`src/rtl/alu_slice_pkg.sv`:
```
package alu_slice_pkg;

  typedef enum logic [2:0] {
    SRC_AQ = 3'd0,
    SRC_AB = 3'd1,
    SRC_ZQ = 3'd2,
    SRC_ZB = 3'd3,
    SRC_ZA = 3'd4,
    SRC_DA = 3'd5,
    SRC_DQ = 3'd6,
    SRC_DZ = 3'd7
  } src_e;

  typedef enum logic [2:0] {
    FN_ADD   = 3'd0,
    FN_SMR   = 3'd1,
    FN_RMS   = 3'd2,
    FN_OR    = 3'd3,
    FN_AND   = 3'd4,
    FN_NRAND = 3'd5,
    FN_XOR   = 3'd6,
    FN_XNOR  = 3'd7
  } fn_e;

  function automatic logic fn_is_arith(input fn_e fn);
    return (fn == FN_ADD) || (fn == FN_SMR) || (fn == FN_RMS);
  endfunction

  function automatic logic r_is_zero(input src_e s);
    return (s == SRC_ZQ) || (s == SRC_ZB) || (s == SRC_ZA);
  endfunction

endpackage

```
`src/rtl/alu_operand_mux.sv`:
```
module alu_operand_mux import alu_slice_pkg::*; #(
  parameter int W = 4
) (
  input  src_e         src,
  input  logic [W-1:0] a_val,
  input  logic [W-1:0] b_val,
  input  logic [W-1:0] d_val,
  input  logic [W-1:0] q_val,
  output logic [W-1:0] r_val,
  output logic [W-1:0] s_val
);

  always_comb begin
    if (r_is_zero(src)) begin
      r_val = '0;
    end else if (src == SRC_AQ || src == SRC_AB) begin
      r_val = a_val;
    end else begin
      r_val = d_val;
    end
  end

  always_comb begin
    unique case (src)
      SRC_AQ, SRC_ZQ, SRC_DQ: s_val = q_val;
      SRC_AB, SRC_ZB:         s_val = b_val;
      SRC_ZA, SRC_DA:         s_val = a_val;
      default:                s_val = '0;
    endcase
  end

endmodule

```
`src/rtl/alu_func_core.sv`:
```
module alu_func_core import alu_slice_pkg::*; #(
  parameter int W = 4
) (
  input  fn_e          fn,
  input  logic [W-1:0] r_val,
  input  logic [W-1:0] s_val,
  input  logic         cin,
  output logic [W-1:0] f_val,
  output logic [W-1:0] add_x,
  output logic [W-1:0] add_y,
  output logic         arith,
  output logic         carry_top,
  output logic         carry_into_top
);

  logic [W:0]   chain;
  logic [W-1:0] sum;

  assign arith = fn_is_arith(fn);

  always_comb begin
    add_x = r_val;
    add_y = s_val;
    if (fn == FN_SMR) add_x = ~r_val;
    if (fn == FN_RMS) add_y = ~s_val;
  end

  assign chain[0] = cin;

  for (genvar i = 0; i < W; i++) begin : g_ripple
    assign sum[i]     = add_x[i] ^ add_y[i] ^ chain[i];
    assign chain[i+1] = (add_x[i] & add_y[i]) | (chain[i] & (add_x[i] ^ add_y[i]));
  end

  assign carry_top      = chain[W];
  assign carry_into_top = chain[W-1];

  always_comb begin
    unique case (fn)
      FN_OR:    f_val = r_val | s_val;
      FN_AND:   f_val = r_val & s_val;
      FN_NRAND: f_val = ~r_val & s_val;
      FN_XOR:   f_val = r_val ^ s_val;
      FN_XNOR:  f_val = ~(r_val ^ s_val);
      default:  f_val = sum;
    endcase
  end

endmodule

```
`src/rtl/alu_flag_unit.sv`:
```
module alu_flag_unit #(
  parameter int W = 4
) (
  input  logic [W-1:0] f_val,
  input  logic         arith,
  input  logic         carry_top,
  input  logic         carry_into_top,
  output logic         cy,
  output logic         zr,
  output logic         ng,
  output logic         ov
);

  assign cy = arith & carry_top;
  assign ov = arith & (carry_top ^ carry_into_top);
  assign zr = ~|f_val;
  assign ng = f_val[W-1];

endmodule

```
`src/rtl/bitslice_alu.sv`:
```
module bitslice_alu import alu_slice_pkg::*; #(
  parameter int W = 4
) (
  input  logic [2:0]   src_sel,
  input  logic [2:0]   fn_sel,
  input  logic [W-1:0] port_a,
  input  logic [W-1:0] port_b,
  input  logic [W-1:0] d_in,
  input  logic [W-1:0] q_in,
  input  logic         c_in,
  output logic [W-1:0] f_out,
  output logic         c_out,
  output logic         zero_o,
  output logic         neg_o,
  output logic         ovf_o
);

  logic [W-1:0] r_op;
  logic [W-1:0] s_op;
  logic [W-1:0] add_x;
  logic [W-1:0] add_y;
  logic         is_arith;
  logic         cy_top;
  logic         cy_msb_in;

  alu_operand_mux #(.W(W)) u_mux (
    .src   (src_e'(src_sel)),
    .a_val (port_a),
    .b_val (port_b),
    .d_val (d_in),
    .q_val (q_in),
    .r_val (r_op),
    .s_val (s_op)
  );

  alu_func_core #(.W(W)) u_core (
    .fn             (fn_e'(fn_sel)),
    .r_val          (r_op),
    .s_val          (s_op),
    .cin            (c_in),
    .f_val          (f_out),
    .add_x          (add_x),
    .add_y          (add_y),
    .arith          (is_arith),
    .carry_top      (cy_top),
    .carry_into_top (cy_msb_in)
  );

  alu_flag_unit #(.W(W)) u_flags (
    .f_val          (f_out),
    .arith          (is_arith),
    .carry_top      (cy_top),
    .carry_into_top (cy_msb_in),
    .cy             (c_out),
    .zr             (zero_o),
    .ng             (neg_o),
    .ov             (ovf_o)
  );

endmodule

```
`config.mk`:
```
export PLATFORM = sky130hd
export DESIGN_NAME = bitslice_alu
export DESIGN_NICKNAME = d
export VERILOG_FILES = /design/src/rtl/alu_slice_pkg.sv /design/src/rtl/alu_operand_mux.sv /design/src/rtl/alu_func_core.sv /design/src/rtl/alu_flag_unit.sv /design/src/rtl/bitslice_alu.sv
export SDC_FILE = /design/constraint.sdc
export NUM_CORES = 1
export LEC_CHECK = 0
export BUFFER_PORTS_ARGS = -buffer_cell sky130_fd_sc_hd__buf_2
export CORE_MARGIN = 2
export CORE_UTILIZATION = 45
export DETAILED_ROUTE_END_ITERATION = 12
export PLACE_DENSITY = 0.87
export SYNTH_ARGS = -nofsm -noshare
export SYNTH_HDL_FRONTEND = slang
export SYNTH_SLANG_ARGS = --single-unit
```
`constraint.sdc`:
```
create_clock -name vclk -period 4.1
set_clock_uncertainty 0.2 [all_clocks]
set_input_delay 0.41 -clock vclk [all_inputs]
set_output_delay 0.41 -clock vclk [all_outputs]
set_load 0.01 [all_outputs]
```
== Yosys cells after proc, flatten, opt, wreduce, memory -nomap -nowiden ==
Cells that the tools add are included.
Word-level totals
  register bits: 0
  input port bits: 23
  output and inout port bits: 8
  logic and storage cells: 61
Cells by class
  equality and inequality tests: 13
  multiplexer cells: 6
  bitwise operators: 30
  reduce and logical (&&, ||, !) cells: 12
Operator list (number)
  3-bit equality test, second input constant: 7
  4-bit one-hot mux with 5 select lines: 1
  4-bit two-way mux: 4
  3-bit by 2-bit equality test with 1-bit output, second input constant: 4
  4-bit NOT: 3
  4-bit one-hot mux with 3 select lines: 1
  1-bit AND: 10
  1-bit bitwise XOR: 9
  4-bit AND: 2
  3-bit by 1-bit equality test with 1-bit output, second input constant: 2
  3-bit logical NOT: 2
  1-bit logical OR: 5
  1-bit OR: 4
  4-bit OR: 1
  2-bit OR reduction: 2
  4-bit OR reduction: 1
  4-bit bitwise XOR: 1
  3-bit OR reduction: 1
  1-bit logical NOT: 1

== Logic depth before layout (Yosys ltp) ==
  depth after elaboration: 17
  depth in mapped cells: 12
  depth with buffers taken out: 11

== Cells and area by module ==
Synthesis repeated with hierarchy kept, for this count alone.
Unflattened totals
  cells, all modules: 99
  area, all modules: 794.5 µm²
By module, submodules not included
  alu_func_core: instances 1, cells each 69, area each 566.8 µm², seq. area each 0.0 µm²
  alu_operand_mux: instances 1, cells each 25, area each 191.4 µm², seq. area each 0.0 µm²
  alu_flag_unit: instances 1, cells each 5, area each 36.3 µm², seq. area each 0.0 µm²

== Worst setup path after synthesis ==
OpenSTA, ideal clock, no wires.
  kind: input to output
  from: input fn_sel[0]
  to: output zero_o
  arrival: 3.208 ns
  data required time: 3.490 ns
  setup slack: 0.282 ns
  stages: 11
  buffers on the path: 1
  path through: buf_2 > nor3b_2 > xnor2_1 > fa_1 > inv_1 > fa_1 > inv_1 > fa_1 > fa_1 > o221ai_2 > nor4_2
Between the ends
  word-level cells in the longest chain between the ends: 13
  elaborated cells between the ends (all ways): 29
  classes of those cells: eq/ne (7); mux (3); bitwise (17); reduce/logical (2)
RTL lines
  from (decl): RTL line bitslice_alu.sv:5  | input logic [2:0] fn_sel,
  3-bit by 1-bit equality test with 1-bit output or 3-bit by 2-bit equality test with 1-bit output (tied branches): RTL line alu_func_core.sv:24, alu_func_core.sv:25
  4-bit two-way mux (on tied branches): RTL line alu_func_core.sv:24, alu_func_core.sv:25
  1-bit bitwise XOR: RTL line alu_func_core.sv:32  | assign chain[i+1] = (add_x[i] & add_y[i]) | (chain[i] & (add_x[i] ^ add_y[i]));
  1-bit AND: RTL line alu_func_core.sv:32
  1-bit OR: RTL line alu_func_core.sv:32
  1-bit AND: RTL line alu_func_core.sv:32
  1-bit OR: RTL line alu_func_core.sv:32
  1-bit AND: RTL line alu_func_core.sv:32
  1-bit OR: RTL line alu_func_core.sv:32
  1-bit bitwise XOR: RTL line alu_func_core.sv:31  | assign sum[i] = add_x[i] ^ add_y[i] ^ chain[i];
  4-bit one-hot mux with 5 select lines *: RTL line alu_func_core.sv:39  | unique case (fn)
  via neg_o: RTL line bitslice_alu.sv:14  | output logic neg_o,
  4-bit OR reduction *: RTL line alu_flag_unit.sv:16  | assign zr = ~|f_val;
  1-bit logical NOT *: RTL line alu_flag_unit.sv:16
  to (decl): RTL line bitslice_alu.sv:13  | output logic zero_o,
Mark *: on every way through the listed nets, which the timed path passes. The rest lies on a longest branch.

== Worst setup path after layout ==
  from: input src_sel[1]
  to: output zero_o
Between the ends
  word-level cells in the longest chain between the ends: 17
  elaborated cells between the ends (all ways): 45
  classes of those cells: eq/ne (6); mux (6); bitwise (24); reduce/logical (9)
RTL lines
  from (decl): RTL line bitslice_alu.sv:4  | input logic [2:0] src_sel,
  branches (longest 14 deep; another with 4-bit one-hot mux with 3 select lines)
  4-bit one-hot mux with 5 select lines *: RTL line alu_func_core.sv:39
  4-bit OR reduction *: RTL line alu_flag_unit.sv:16
  1-bit logical NOT *: RTL line alu_flag_unit.sv:16
Every way passes the cells marked *.

==> flow_summary.yaml <==
critical_path:
  critPathTopFamily: "adder cells"
  worstSetupPathType: "in -> out"
  critPathMaxFanout: 10
  cpMaxStageDelayCell: "fa_1"
  slowest_delay_ps: 510
  end_kind: "output pin"
  crit_required_ps: 3490
  path_depth: 13
  cpMostUsedCell: "fa_1"
  cp.arrival_ps: 3370
  crit_path_cell_trace: "buf_2 > o21a_4 > a22o_1 > xnor2_1 > fa_1 > inv_1 > fa_1 > inv_1 > fa_2 > fa_1 > o221ai_2 > nor4_2 > buf_2"
  path_buf_inv: 4
  setup.worst_path.start_class: "input pin"
global_route:
  antenna_found_initial: 0
  grt_overflow_total: 0
  grt_pass1_vias: 678
  grt_pass1_wl_um: 2835
  grt_max_degree: 13
  grt_util_all_layers: 0.1823
sta:
  finalSetupTns_ps: 0
  post-route-min-period_ps: 3979
  setup_viol: 0
  worst_pin_slew_ps: 464.4
  maxSlewHeadroom: 0.6904
  fmax_ghz: 0.2513
  finalHoldViolations: 0
  drv_slew: 0
  fin_ws_ps: 120.6
  finalCritPeriodShare: 0.9706
die:
  io_pins: 31
  die_y_um: 44.47
  start_util: 0.4836
  coreArea_um2: 1524
  die_x_um: 44.47
  dieArea_um2: 1978
  fp-row-count: 14
power:
  power.total_uw: 161.2
  peakVddDrop_v: 0.00008810
  p_per_area_nw_per_um2: 180.0
  p_leak_nw: 0.4192
cells_and_area:
  diodes: 0
  fill_cells: 144
  nNetsFinal: 155
  final_cell_area_um2: 895.9
  clock_buffers: 0
  seq_cells: 0
  seq_area_um2: 0
  final_util: 0.5878
  drive_gt1_frac: 0.3689
  multiInputGateArea_um2: 660.6
  syn_to_final_growth_pct: 21.56
logic_synthesis:
  synth.distinct_cells: 27
  synth_cells: 94
  syn_nets: 125
  syn-cell-area_um2: 737.0
  syn_avg_cell_area_um2: 7.840
  yosysWarnings: 0
  synth.yosys.seq_area_share: 0
drt:
  met3_length_um: 64
  drcViolationCount: 0
  antenna_left: 0
  via_count: 771
  highest_layer: "met3"
  drt_wl_total_um: 1857
  vias_per_cell: 5.587
  drt_pass1_iterations: 5
  drt_iter0_drc: 11
  met1_length_um: 798
  met2_wirelength_um: 993
  post_drt_wl_per_cell_um: 13.46
placement:
  dp_hpwl_um: 1539
  io_buffers: 31
  placed_cell_area_um2: 893.4
  post-place-ws_ps: 119.7
  finalWeightedCongestion: 0.8283
cts:
  cts_resized: 0
  post_cts_buffers: 0
  cts_hold_buf: 0
min_path:
  whs_path_depth: 4
  min_path_type: "in -> out"
outcome:
  status: "finished clean"
job:
  cap_viol_max_count: 0
==> cell usage after synthesis <==
library cell | instances | area, µm²
nand2_1 | 11 | 41.29
xnor2_1 | 11 | 96.34
inv_1 | 10 | 37.54
nor2_1 | 6 | 22.52
nand2b_1 | 5 | 31.28
o221ai_1 | 5 | 43.79
and3_1 | 4 | 25.02
fa_1 | 4 | 80.08
ha_1 | 4 | 50.05
mux2i_1 | 4 | 40.04
nand3b_1 | 4 | 30.03
o21ai_0 | 4 | 20.02
a22o_1 | 3 | 26.28
buf_2 | 3 | 15.01
buf_4 | 2 | 15.01
nor3b_2 | 2 | 25.02
o221ai_2 | 2 | 30.03
a21o_1 | 1 | 7.510
a22oi_2 | 1 | 12.51
buf_6 | 1 | 11.26
nor2_2 | 1 | 6.260
nor2b_1 | 1 | 6.260
nor4_2 | 1 | 12.51
o21a_4 | 1 | 15.01
o221a_2 | 1 | 11.26
xnor2_2 | 1 | 16.27
xor2_1 | 1 | 8.760
==> routing by layer <==
layer / vias up / GRT usage
met4: 0 / 0
met2: 18 / 0.3652
met1: 369 / 0.2266
met3: 0 / 0
met5: - / 0
li1: 384 / -
==> cell usage in the layout (no fill, tap or decap), types with 3 or more instances in the layout <==
cell | netlist | layout
buf_4 | 2 | 3
a22o_1 | 3 | 3
inv_1 | 10 | 10
ha_1 | 4 | 4
nand3b_1 | 4 | 4
buf_2 | 3 | 31
o21ai_0 | 4 | 4
nand2_1 | 11 | 11
nor2_1 | 6 | 6
xnor2_1 | 11 | 11
o221ai_1 | 5 | 5
and3_1 | 4 | 4
mux2i_1 | 4 | 4
nand2b_1 | 5 | 5
fa_1 | 4 | 3
==> cell type report <==
class	count	share of cell area
tap	16	0.02235
timing repair buffer	34	0.1983
inverter	10	0.04190
multi-input combinational	78	0.7374
==> path summary, 6_finish.rpt <==
| check | endpoint | startpoint | slack (ps) |
|---|---|---|---|
| min | f_out[2] | fn_sel[1] | 1150 |
| max | zero_o | src_sel[1] | 120 |
==> kinds of logic after synthesis <==
group	after synthesis	share of synthesized area
buf+inv	16	0.1070
simple gates	35	0.2716
fa+ha+maj	8	0.1766
xor+xnor	13	0.1647
mux	4	0.05433
compound gates	18	0.2258
==> power breakdown <==
group,switching (mW),leakage [nW],internal (mW),total (mW)
Combinational,0.0862,0.419,0.0751,0.161
Clock,0,0,0,0
Sequential,0,0,0,0
Total,0.0862,0.419,0.0751,0.161
==> per-stage QoR <==
stage	instances	hold WS, ps
after global placement	138	1127
final	138	1149
after global routing	138	1193
after detailed placement	138	1133
after CTS	138	1145
after floorplan	94	791.6
No activity file was read; power rests on OpenSTA's default activity.
